--- src/rtl/npc_pkg.sv ---
package npc_pkg;

  // Branch condition selector; encoding is decoded by npc_cond
  typedef enum logic [1:0] {
    COND_EQ   = 2'b00,
    COND_EQZ  = 2'b01,
    COND_LTZ  = 2'b10,
    COND_NONE = 2'b11
  } cond_e;

  // Which candidate feeds the PC register
  typedef enum logic [1:0] {
    SRC_SEQ = 2'b00,
    SRC_BR  = 2'b01,
    SRC_JMP = 2'b10
  } pc_src_e;

endpackage

--- src/rtl/npc_cond.sv ---
module npc_cond
  import npc_pkg::*;
#(
  parameter int DATA_W = 32
) (
  input  logic              clk,
  input  logic              rst_n,
  input  logic              is_branch,
  input  logic [1:0]        cond_sel,
  input  logic [DATA_W-1:0] opnd_a,
  input  logic [DATA_W-1:0] opnd_b,
  output logic              take
);

  localparam int SIGN_BIT = DATA_W - 1;

  cond_e sel;
  logic  cond_met;

  function automatic logic eval_cond(input cond_e c,
                                     input logic [DATA_W-1:0] a,
                                     input logic [DATA_W-1:0] b);
    logic r;
    unique case (c)
      COND_EQ:   r = (a == b);
      COND_EQZ:  r = (a == '0);
      COND_LTZ:  r = a[SIGN_BIT];
      default:   r = 1'b0;
    endcase
    return r;
  endfunction

  always_comb begin
    sel      = cond_e'(cond_sel);
    cond_met = eval_cond(sel, opnd_a, opnd_b);
    take     = is_branch & cond_met;
  end


  no_branch_chk: assert property (@(posedge clk) disable iff (!rst_n)
    !is_branch |-> !take);


  reserved_sel_chk: assert property (@(posedge clk) disable iff (!rst_n)
    (cond_sel == 2'b11) |-> !take);


  ltz_take_chk: assert property (@(posedge clk) disable iff (!rst_n)
    (is_branch && cond_sel == 2'b10 && opnd_a[SIGN_BIT]) |-> take);

endmodule

--- src/rtl/npc_target.sv ---
module npc_target
  import npc_pkg::*;
#(
  parameter int ADDR_W     = 32,
  parameter int INSN_W     = 32,
  parameter int OFF_W      = 16,
  parameter int JIDX_W     = 26,
  parameter int INSN_BYTES = 4
) (
  input  logic [ADDR_W-1:0] fetch_pc,
  input  logic [INSN_W-1:0] instr,
  input  logic              br_take,
  input  logic              is_jump,
  output logic [ADDR_W-1:0] next_pc,
  output logic              redirect,
  output pc_src_e           src
);

  localparam int SH     = $clog2(INSN_BYTES);
  localparam int EXT_W  = ADDR_W - OFF_W - SH;
  localparam int HI_W   = ADDR_W - JIDX_W - SH;
  localparam logic [ADDR_W-1:0] STEP = ADDR_W'(INSN_BYTES);

  // Sequential successor of the fetch address
  function automatic logic [ADDR_W-1:0] seq_addr(input logic [ADDR_W-1:0] p);
    return p + STEP;
  endfunction

  // Sign-extended, word-scaled branch displacement
  function automatic logic [ADDR_W-1:0] br_disp(input logic [OFF_W-1:0] f);
    return {{EXT_W{f[OFF_W-1]}}, f, {SH{1'b0}}};
  endfunction

  // PC-relative target based on the delay-slot address
  function automatic logic [ADDR_W-1:0] br_addr(input logic [ADDR_W-1:0] p,
                                                input logic [OFF_W-1:0] f);
    return p + br_disp(f);
  endfunction

  // Region-relative target: upper bits kept from the fetch address
  function automatic logic [ADDR_W-1:0] jmp_addr(input logic [ADDR_W-1:0] p,
                                                 input logic [JIDX_W-1:0] idx);
    return {p[ADDR_W-1 -: HI_W], idx, {SH{1'b0}}};
  endfunction

  logic [ADDR_W-1:0] cand_seq;
  logic [ADDR_W-1:0] cand_br;
  logic [ADDR_W-1:0] cand_jmp;

  always_comb begin
    cand_seq = seq_addr(fetch_pc);
    cand_br  = br_addr(fetch_pc, instr[OFF_W-1:0]);
    cand_jmp = jmp_addr(fetch_pc, instr[JIDX_W-1:0]);
  end

  // Jump outranks a branch decided in the same cycle
  always_comb begin
    if (is_jump)      src = SRC_JMP;
    else if (br_take) src = SRC_BR;
    else              src = SRC_SEQ;
  end

  always_comb begin
    unique case (src)
      SRC_JMP: next_pc = cand_jmp;
      SRC_BR:  next_pc = cand_br;
      default: next_pc = cand_seq;
    endcase
    redirect = (src != SRC_SEQ);
  end

endmodule

--- src/rtl/npc_pcreg.sv ---
module npc_pcreg #(
  parameter int               ADDR_W   = 32,
  parameter logic [ADDR_W-1:0] RESET_PC = '0
) (
  input  logic              clk,
  input  logic              rst_n,
  input  logic              we,
  input  logic [ADDR_W-1:0] d,
  output logic [ADDR_W-1:0] q
);

  always_ff @(posedge clk or negedge rst_n) begin
    if (!rst_n)  q <= RESET_PC;
    else if (we) q <= d;
  end


  hold_on_stall_chk: assert property (@(posedge clk) disable iff (!rst_n)
    !we |=> $stable(q));

endmodule

--- src/rtl/npc_unit.sv ---
module npc_unit
  import npc_pkg::*;
#(
  parameter int ADDR_W     = 32,
  parameter int INSN_W     = 32,
  parameter int OFF_W      = 16,
  parameter int JIDX_W     = 26,
  parameter int INSN_BYTES = 4
) (
  input  logic              clk,
  input  logic              rst_n,
  input  logic              fetch_en,
  input  logic [INSN_W-1:0] dec_instr,
  input  logic [ADDR_W-1:0] opnd_a,
  input  logic [ADDR_W-1:0] opnd_b,
  input  logic              is_branch,
  input  logic              is_jump,
  input  logic [1:0]        cond_sel,
  output logic [ADDR_W-1:0] pc,
  output logic              ir_we
);

  localparam int SH    = $clog2(INSN_BYTES);
  localparam int EXT_W = ADDR_W - OFF_W - SH;
  localparam int HI_W  = ADDR_W - JIDX_W - SH;
  localparam logic [ADDR_W-1:0] STEP = ADDR_W'(INSN_BYTES);

  // Named internal events for the checks
  logic              br_take;
  logic              redirect;
  logic [ADDR_W-1:0] next_pc;
  pc_src_e           src;

  npc_cond #(.DATA_W(ADDR_W)) u_cond (
    .clk       (clk),
    .rst_n     (rst_n),
    .is_branch (is_branch),
    .cond_sel  (cond_sel),
    .opnd_a    (opnd_a),
    .opnd_b    (opnd_b),
    .take      (br_take)
  );

  npc_target #(
    .ADDR_W     (ADDR_W),
    .INSN_W     (INSN_W),
    .OFF_W      (OFF_W),
    .JIDX_W     (JIDX_W),
    .INSN_BYTES (INSN_BYTES)
  ) u_target (
    .fetch_pc (pc),
    .instr    (dec_instr),
    .br_take  (br_take),
    .is_jump  (is_jump),
    .next_pc  (next_pc),
    .redirect (redirect),
    .src      (src)
  );

  npc_pcreg #(.ADDR_W(ADDR_W), .RESET_PC('0)) u_pcreg (
    .clk   (clk),
    .rst_n (rst_n),
    .we    (fetch_en),
    .d     (next_pc),
    .q     (pc)
  );

  // The same enable gates the instruction register
  assign ir_we = fetch_en;


  seq_step_chk: assert property (@(posedge clk) disable iff (!rst_n)
    (fetch_en && !redirect) |=> (pc == $past(pc) + STEP));


  br_disp_chk: assert property (@(posedge clk) disable iff (!rst_n)
    (fetch_en && br_take && !is_jump) |=>
      ((pc - $past(pc)) ==
       {{EXT_W{$past(dec_instr[OFF_W-1])}}, $past(dec_instr[OFF_W-1:0]), {SH{1'b0}}}));


  jmp_region_chk: assert property (@(posedge clk) disable iff (!rst_n)
    (fetch_en && is_jump) |=>
      ((pc[ADDR_W-1 -: HI_W] == $past(pc[ADDR_W-1 -: HI_W])) && (pc[SH-1:0] == '0)));


  jmp_src_chk: assert property (@(posedge clk) disable iff (!rst_n)
    is_jump |-> (src == SRC_JMP));

endmodule

--- config.mk ---
export PLATFORM = sky130hd
export DESIGN_NAME = npc_unit
export DESIGN_NICKNAME = d
export VERILOG_FILES = /design/src/rtl/npc_pkg.sv /design/src/rtl/npc_cond.sv /design/src/rtl/npc_target.sv /design/src/rtl/npc_pcreg.sv /design/src/rtl/npc_unit.sv
export SDC_FILE = /design/constraint.sdc
export NUM_CORES = 1
export LEC_CHECK = 0
export BUFFER_PORTS_ARGS = -buffer_cell sky130_fd_sc_hd__buf_2
export CAP_MARGIN = 15
export CELL_PAD_IN_SITES_DETAIL_PLACEMENT = 1
export CELL_PAD_IN_SITES_GLOBAL_PLACEMENT = 2
export CORE_ASPECT_RATIO = 0.75
export CORE_MARGIN = 10
export CORE_UTILIZATION = 27
export DETAILED_ROUTE_END_ITERATION = 8
export PLACE_DENSITY = 0.9
export SLEW_MARGIN = 40
export SYNTH_ARGS = -nofsm -noshare
export SYNTH_HDL_FRONTEND = slang
export SYNTH_SLANG_ARGS = --single-unit
--- constraint.sdc ---
create_clock -name clk -period 2.8 [get_ports clk]
set_input_delay 0.28 -clock clk [delete_from_list [all_inputs] [get_ports clk]]
set_output_delay 0.28 -clock clk [all_outputs]
set_load 0.005 [all_outputs]
==> flow_summary.json, run 1 <==
{
  "syn_inst": 418,
  "areaGrowthSynthToFinish_pct": 84.46,
  "largest_registers": "u_pcreg.q (30)",
  "vias": 4376,
  "synth_seq_area_share_pct": 22.15,
  "avgSynthCellArea_um2": 8.109,
  "cts_tree": "built",
  "gp_congestion": 0.8775,
  "core_um2": 12260,
  "fin_skew_ns": 0.004486,
  "worstPathRequired_ns": 3.01,
  "synth_mux_area_share_pct": 2.141,
  "htreeDepth": 2,
  "drive_above_1_share_pct": 56.16,
  "maxCapViolations": 0,
  "synth_top_family_by_area": "compound AO/OA/AOI/OAI gates",
  "wl_mm": 18.18,
  "viasPerCell": 5.317,
  "die_h_um": 117.0,
  "hold_class": "input port to flip-flop",
  "synth_compound_area_share_pct": 26.02,
  "crit_arrival_ns": 3.90,
  "fp-row-count": 35,
  "synth-simple-area-share_pct": 20.63,
  "cts.sinks": 30,
  "synth-edff-count": 0,
  "drc": 0,
  "largest_register_ff_count": 30,
  "finalHoldViolations": 0,
  "first_iter_violations": 249,
  "setup_violations": 28,
  "holdPathStages": 3,
  "drtPass1Iterations": 4,
  "yosys.area_share.xor_xnor_pct": 13.95,
  "ant_nets": 0,
  "grt_max_degree": 33,
  "nets": 789,
  "cp_slowest_stage_delay_ns": 0.42,
  "worstPathMaxFanout": 6,
  "period_share_pct": 132.1,
  "final_area_um2": 6252,
  "multi_input_area_um2": 3378,
  "tns_ns": -20.11,
  "clock_latency_ns": 0.28,
  "wl_per_cell_um": 22.08,
  "dieArea_um2": 17480,
  "die_w_um": 149.4,
  "synth.ff_latch_count": 30,
  "fin_crit_ns": 3.697,
  "syn-cell-area_um2": 3390,
  "grt_pass1_wl_mm": 26.23,
  "io_pins": 136,
  "slowest_stage": "or3_4",
  "powerDensity_nw_per_um2": 402.7,
  "ys_async_sr_fraction_pct": 100.0,
  "crit_path_start_kind": "input port",
  "antenna_found_initial": 0,
  "outcome": "complete, but fails checks",
  "rsz0062_at_grt": "true",
  "irDropWorstVdd_v": 0.0002268,
  "synth_fa_ha_area_share_pct": 11.30,
  "synth.area.top_cells": "dfrtp_1, xnor2_1, ha_1",
  "ys.flop_type": "dfrtp_1",
  "start_util_pct": 27.64,
  "critPathKind": "input port to flip-flop",
  "crit_chain": "buf_2, nor4_4, nand4_1, or3_4, a311oi_4, buf_12, buf_12, and2_4, ha_4, o21a_1, o21ai_1, o32a_1, nand2_4, o41ai_4, buf_4, xnor2_2, nand2_1, a31oi_1",
  "diodes": 0,
  "grt_pass1_vias": 4909,
  "cts_made_buffers": 5,
  "ys_types": 63,
  "fmax_mhz": 270.5,
  "dpl_cell_area_um2": 5117,
  "grt_usage_pct": 18.62,
  "overflow": 0,
  "top_register": "u_pcreg.q",
  "fillers": 1423,
  "endpoint_kind": "flip-flop",
  "cts_buffer_depth": 2,
  "yosysTopAreaCell": "dfrtp_1",
  "io_buffers": 127,
  "reg2reg_depth": 10,
  "clkTransAtPathRegs_ns": 0.06,
  "register_area_um2": 750.7,
  "total_leakage_power_nw": 2.891,
  "cts-root-buf": "clkbuf_16",
  "yosys_warnings": 0,
  "layout_setup_ws_ns": -0.8974,
  "dp_hpwl_mm": 11.86,
  "synth_top_area_share_pct": 22.15,
  "drv_slew": 0,
  "failed_checks": "negative setup slack",
  "crit_top_cell": "buf_12"
}
power by group:
part	internal [mW]	total, mW	switching (mW)	leakage (nW)
logic	0.677	1.33	0.654	2.46
registers	0.511	0.612	0.101	0.352
clock network	0.353	0.575	0.222	0.0739
cells by family (layout without fill, tap and decap cells):
kind of cell    after synthesis  in the layout
flops                        30             30
simple gates                135            135
mux                           7              7
buf+inv                      27            265
other cells                   1              2
fa+ha+maj                    30             30
xor+xnor                     54             54
compound gates              134            134
final timing paths:
check	to	startpoint	slack, ns
setup / recovery	u_pcreg.q[21]	opnd_a[14]	-0.90
min in group asynchronous	u_pcreg.q[7]	rst_n	0.50
setup reg to reg	u_pcreg.q[20]	u_pcreg.q[2]	0.23
hold / removal	u_pcreg.q[25]	dec_instr[23]	0.25
hold reg to reg	u_pcreg.q[31]	u_pcreg.q[31]	0.47
max in group asynchronous	u_pcreg.q[29]	rst_n	1.96
area by class of cell:
class	instances	share of cell area [%]
clock buffer	7	2.281
clock inverter	1	0.08005
inverter	10	0.6004
multi-input combinational	362	54.03
sequential	30	12.01
tap	166	3.322
timing repair buffer	247	27.68
metal layers:
layer,track usage [%],vias to the layer above,share of wire [%]
met2,32.95,174,49
met4,5.479,0,2.6
met5,0,-,0
met3,5.532,40,7.1
met1,21.32,2158,41
li1,-,2004,-
critical path, delay by kind of cell:
kind            cells  cell delay [ns]
buf+inv             4             0.60
fa+ha+maj           1             0.21
compound gates      6             1.51
simple gates        6             1.21
xor+xnor            1             0.10
cells in the final DEF (no fill, tap or decap), types with 8 or more instances in the layout:
master / instances
a21o_1: 14
a21oi_1: 26
a21oi_2: 11
a31oi_1: 9
and2_4: 9
buf_2: 115
buf_4: 103
buf_6: 21
dfrtp_1: 30
ha_1: 10
ha_4: 18
inv_1: 10
nand2_1: 29
nand4_1: 10
nor2_1: 30
nor4_4: 8
o21a_1: 10
o21ai_1: 11
xnor2_1: 39
xor2_1: 8
metrics by stage:
stage / hold WS (ns) / power [mW] / setup slack [ns] / instances / utilization (%)
detailed placement: 0.4114 / 1.604 / -1.229 / 782 / 41.73
global placement: 0.4079 / 1.563 / -1.192 / 782 / 41.73
finish: 0.2527 / 2.518 / -0.8974 / 823 / 50.99
CTS: 0.1133 / 2.327 / -0.7770 / 808 / 47.66
global route: 0.2693 / 2.654 / -1.080 / 823 / 50.99
floorplan: -0.01559 / 1.134 / -0.7856 / 419 / -
what timing repair did:
| action | 4_1_cts | 5_1_grt |
|---|---|---|
| gates resized for setup | 79 | 58 |
| hold endpoints to repair | 0 | 30 |
| pin swaps | 51 | 57 |
| cloned | 1 | 1 |
| buffers inserted | 20 | 17 |
| hold buffers | 0 | 1 |
| setup endpoints to repair | 28 | 28 |
Yosys cell counts (5+ instances only):
library cell	instances
mux2i_1	5
a21o_1	14
nor2_1	34
nand2_1	31
inv_1	10
nor4_1	8
xor2_1	8
a211oi_1	6
o21bai_1	5
nand3_1	8
ha_1	29
dfrtp_1	30
o21ai_0	20
and2_1	15
a21oi_1	39
nor3_1	5
o21a_1	10
xnor2_1	46
clkbuf_1	10
a31oi_1	10
nand4_1	10
(Power assumes the default switching activity.)
==> run 2: changes to the inputs <==
Settings changed: CORE_UTILIZATION 27 to 25, PLACE_DENSITY 0.9 to 0.83.
Clock period 2.8 ns to 3.37 ns, I/O delays scaled along.
==> flow_summary.json, run 2 (synthesized netlist as in run 1, its figures left out) <==
{
  "grt_pass1_wl_mm": 23.44,
  "worstPathMaxFanout": 6,
  "ant_nets": 0,
  "start_util_pct": 25.77,
  "failed_checks": "negative setup slack",
  "cts-root-buf": "clkbuf_16",
  "relSlewSlack_pct": 66.54,
  "drc": 0,
  "reg2reg_depth": 10,
  "layout_setup_ws_ns": -0.2307,
  "fillers": 1564,
  "drv_slew": 0,
  "grt_usage_pct": 15.19,
  "htreeDepth": 2,
  "critPathKind": "input port to flip-flop",
  "die_w_um": 154.5,
  "clkTransAtPathRegs_ns": 0.06,
  "rsz0062_at_grt": "true",
  "final_cell_mix": "buf_2, buf_4, xnor2_1, nor2_1, dfrtp_1",
  "areaGrowthSynthToFinish_pct": 76.78,
  "drive_above_1_share_pct": 54.11,
  "maxCapViolations": 0,
  "layout_commonest_cell": "buf_2",
  "cts_buffer_depth": 2,
  "total_leakage_power_nw": 2.805,
  "clock_latency_ns": 0.28,
  "drtPass1Iterations": 4,
  "period_share_pct": 106.8,
  "antenna_found_initial": 1,
  "cts_made_buffers": 5,
  "crit_chain": "buf_2, buf_6, nor4_4, nand4_1, or3_4, a311oi_4, buf_6, nand2b_4, ha_4, fa_2, a211oi_4, o21a_1, o21ai_4, a221oi_4, inv_1, a21oi_2, xor2_1, o221ai_1",
  "power_mw": 1.939,
  "crit_top_cell": "buf_6",
  "overflow": 0,
  "cts.sinks": 30,
  "die_h_um": 120.8,
  "fin_crit_ns": 3.601,
  "first_iter_violations": 173,
  "io_buffers": 127,
  "endpoint_kind": "flip-flop",
  "core_um2": 13150,
  "worst-path-buf-inv": 4,
  "grt_pass1_vias": 4621,
  "fp-row-count": 36,
  "cp.depth": 18,
  "cts_tree": "built",
  "finalHoldViolations": 0,
  "worst_pin_slew_ns": 0.5019,
  "vias": 4093,
  "fmax_mhz": 277.7,
  "crit_path_start_kind": "input port",
  "viasPerCell": 5.010,
  "wl_mm": 15.44,
  "slowest_stage": "fa_2",
  "setup_violations": 17,
  "crit_arrival_ns": 3.74,
  "hold_class": "input port to async pin",
  "worst_path_dominant_cell_family": "compound AO/OA/AOI/OAI gates",
  "dp_hpwl_mm": 11.78,
  "largest_register_ff_count": 30,
  "fin_skew_ns": 0.003263,
  "grt_max_degree": 33,
  "top_register": "u_pcreg.q",
  "dieArea_um2": 18660,
  "cp_slowest_stage_delay_ns": 0.39,
  "register_area_um2": 750.7,
  "io_pins": 136,
  "outcome": "complete, but fails checks",
  "largest_registers": "u_pcreg.q (30)",
  "powerDensity_nw_per_um2": 323.7,
  "nets": 779,
  "irDropWorstVdd_v": 0.0001883,
  "multi_input_area_um2": 3259,
  "worstPathRequired_ns": 3.50,
  "cts_hold_buf": 0,
  "tns_ns": -2.721,
  "gp_congestion": 0.8545,
  "wl_per_cell_um": 18.90
}
## run 2: cell count changes in the layout (fill, tap and decap cells not counted), sizes merged
cell / change
clkbuf: -2
buf: -8
clkinv: -1
diode: +1
dlygate4sd3: -1
## run 2: cell type report
cell class	instances	share of cell area, %
antenna	1	0.04176
clock buffer	6	2.318
inverter	10	0.6264
multi-input combinational	362	54.40
sequential	30	12.53
tap	171	3.571
timing repair buffer	237	26.52
## run 2: per-stage QoR
stage | hold WS [ns] | std cells | area (µm²) | setup slack [ns] | util [%]
6_report | 0.009725 | 817 | 5992 | -0.2307 | 45.56
5_1_grt | 0.04539 | 816 | 5989 | -0.4081 | 45.54
4_1_cts | 0.1810 | 806 | 5585 | -0.2701 | 42.47
3_5_place_dp | 0.4750 | 791 | 5067 | -0.7419 | 38.53
3_3_place_gp | 0.4620 | 791 | 5067 | -0.6544 | 38.53
2_1_floorplan | 0.04141 | 419 | 3602 | -0.2723 | -
## run 2: per-layer routing
layer  vias up  global-route usage (%)  wire length, µm
met5         -                       0               18
met4         2                   3.298              345
met3        25                   5.136             1131
met2       130                   26.31             7443
met1      1955                   17.81             6500
li1       1981                       -                -
## run 2: path summary, 6_finish.rpt
path	startpoint	slack, ns	to
min in group clk	dec_instr[22]	0.31	u_pcreg.q[24]
worst min register to register	u_pcreg.q[31]	0.50	u_pcreg.q[31]
worst min-delay path	rst_n	0.01	u_pcreg.q[2]
max in group asynchronous	rst_n	3.04	u_pcreg.q[14]
worst max register to register	u_pcreg.q[2]	0.85	u_pcreg.q[20]
worst max-delay path	opnd_a[18]	-0.23	u_pcreg.q[20]
## run 2: repair_timing
action                     in CTS  in global routing
gates cloned                    1                  0
gates resized for setup        58                 64
buffers inserted               11                 11
pin swaps                      38                 56
setup endpoints to repair      24                 25
## run 2: report_power, final
part	internal [mW]	switching [mW]	leakage, nW
Sequential	0.425	0.0715	0.352
Combinational	0.507	0.476	2.38
Clock	0.286	0.174	0.0688
Total	1.22	0.721	2.81
## run 2: worst reg2reg max path, stage by stage (launching register included)
cell and delay, ns:
dfrtp_1 0.42, ha_4 0.19, fa_2 0.39, a211oi_4 0.27
o21a_1 0.22, o21ai_4 0.09, a221oi_4 0.30, inv_1 0.10
a21oi_2 0.14, xor2_1 0.15, o221ai_1 0.11
==> run 3: changes to the inputs <==
Settings changed: GPL_TIMING_DRIVEN from default to 0, RECOVER_POWER from default to 25.
==> flow_summary.json, run 3 (synthesized netlist as in run 1, its figures left out) <==
{
  "dieArea_um2": 18660,
  "total_leakage_power_nw": 2.504,
  "maxCapViolations": 1,
  "endpoint_kind": "flip-flop",
  "wl_per_cell_um": 20.60,
  "fillers": 1570,
  "worstPathMaxFanout": 4,
  "multi_input_area_um2": 3277,
  "fmax_mhz": 267.1,
  "areaGrowthSynthToFinish_pct": 66.19,
  "crit_chain": "buf_4, nor4_4, nand4_1, or3_4, a311oi_4, buf_6, nand2b_4, ha_4, fa_2, a211oi_4, o21a_1, o21ai_4, a221oi_2, inv_1, a21oi_2, xor2_1, o221ai_1",
  "layout_setup_ws_ns": -0.3745,
  "final_cell_mix": "buf_2, xnor2_1, buf_4, nor2_1, dfrtp_1",
  "grt_pass1_wl_mm": 24.12,
  "cts_buffer_depth": 2,
  "worst-path-buf-inv": 3,
  "placed_cells": 716,
  "nets": 729,
  "powerDensity_nw_per_um2": 338.6,
  "wl_mm": 15.82,
  "die_h_um": 120.8,
  "p_int_mw": 1.181,
  "htreeDepth": 2,
  "cts-root-buf": "clkbuf_16",
  "cts_tree": "built",
  "drv_slew": 31,
  "io_pins": 136,
  "gp_congestion": 0.8419,
  "slowest_stage": "or3_4",
  "dp_hpwl_mm": 11.43,
  "finalHoldViolations": 0,
  "layout_commonest_cell": "buf_2",
  "relSlewSlack_pct": -26.67,
  "clock_latency_ns": 0.29,
  "rsz0062_at_grt": "true",
  "clkTransAtPathRegs_ns": 0.05,
  "fp-row-count": 36,
  "grt_max_degree": 31,
  "start_util_pct": 25.77,
  "setup_violations": 23,
  "switching_share_pct": 38.06,
  "antenna_found_initial": 1,
  "drtPass1Iterations": 4,
  "cts.sinks": 30,
  "outcome": "complete, but fails checks",
  "drc": 0,
  "crit_arrival_ns": 3.87,
  "fin_crit_ns": 3.744,
  "first_iter_violations": 112,
  "top_register": "u_pcreg.q",
  "largest_registers": "u_pcreg.q (30)",
  "diodes": 0,
  "worstPathRequired_ns": 3.50,
  "failed_checks": "max-capacitance violations, max-slew violations, negative setup slack",
  "dp_slack_ns": -1.149,
  "io_buffers": 126,
  "viasPerCell": 5.171,
  "fin_skew_ns": 0.007137,
  "grt_usage_pct": 15.95,
  "seqPwrFrac_pct": 26.2,
  "period_share_pct": 111.1,
  "vias": 3971,
  "die_w_um": 154.5,
  "worst_path_dominant_cell_family": "compound AO/OA/AOI/OAI gates",
  "core_um2": 13150,
  "largest_register_ff_count": 30,
  "overflow": 0,
  "ant_nets": 0,
  "crit_path_start_kind": "input port",
  "grt_pass1_vias": 4432,
  "p_switching_mw": 0.7259,
  "irDropWorstVdd_v": 0.0001674,
  "cts_hold_buf": 0,
  "cts_made_buffers": 5,
  "p_comb_share_pct": 48.9,
  "critPathKind": "input port to flip-flop",
  "worst_pin_slew_ns": 1.900,
  "pwr-share-clk_pct": 25.0,
  "finalNonFillerCells": 768,
  "register_area_um2": 750.7,
  "hold_class": "input port to flip-flop",
  "utilization_pct": 42.83,
  "cp_slowest_stage_delay_ns": 0.39,
  "drive_above_1_share_pct": 48.74
}
==> run 3: worst register-to-register path, stage by stage (launching register included) <==
cell	delay [ns]
dfrtp_1	0.44
ha_4	0.19
fa_2	0.37
a211oi_4	0.27
o21a_1	0.21
o21ai_4	0.09
a221oi_2	0.30
inv_1	0.09
a21oi_2	0.14
xor2_1	0.20
o221ai_1	0.14
==> run 3: power by group through the flow <==
stage               registers, mW  clock network [mW]  logic [mW]
floorplan                   0.491                   0       0.430
global placement            0.495                   0       0.676
detailed placement          0.498                   0       0.705
CTS                         0.500               0.481       0.840
global route                0.509               0.492        1.01
finish                      0.499               0.476       0.932
==> run 3: layout make-up <==
| class | instances | share of cell area, % |
|---|---|---|
| Multi-Input combinational cell | 362 | 58.17 |
| Timing Repair Buffer | 170 | 19.59 |
| Sequential cell | 30 | 13.33 |
| Tap cell | 171 | 3.798 |
| Clock buffer | 7 | 2.532 |
| Buffer | 17 | 1.821 |
| Inverter | 10 | 0.6664 |
| Clock inverter | 1 | 0.08885 |
==> run 3: path summary, 6_finish.rpt <==
path,cells past startpoint,start,end,slack (ns)
worst max-delay path,17,opnd_a[16],u_pcreg.q[20],-0.37
worst min-delay path,3,dec_instr[22],u_pcreg.q[24],0.30
worst max register to register,10,u_pcreg.q[2],u_pcreg.q[20],0.77
worst min register to register,1,u_pcreg.q[31],u_pcreg.q[31],0.47
max in group asynchronous,1,rst_n,u_pcreg.q[12],1.70
min in group asynchronous,1,rst_n,u_pcreg.q[5],0.56
==> run 3: what timing repair did <==
action,in CTS,in global routing
gates cloned,2,0
setup endpoints to repair,26,25
pin swaps,54,48
gates resized for setup,103,34
setup buffers,25,19
==> run 3: metal layers <==
layer | global-route usage [%] | vias to the layer above | wire length [µm]
met2 | 27.75 | 128 | 7766
met1 | 18.65 | 1934 | 6593
met4 | 3.710 | 2 | 148
met3 | 5.172 | 12 | 1305
met5 | 0 | - | 8
li1 | - | 1895 | -
==> run 3: metrics by stage <==
stage	area [µm²]	hold WS [ns]	TNS [ns]	total power, mW
6_report	5633	0.2985	-5.366	1.907
5_1_grt	5633	0.3236	-9.544	2.013
4_1_cts	5350	0.1553	-3.748	1.821
3_5_place_dp	4447	0.4581	-23.56	1.203
3_3_place_gp	4447	0.4455	-20.69	1.171
2_1_floorplan	3602	0.04141	-0.5689	0.9218
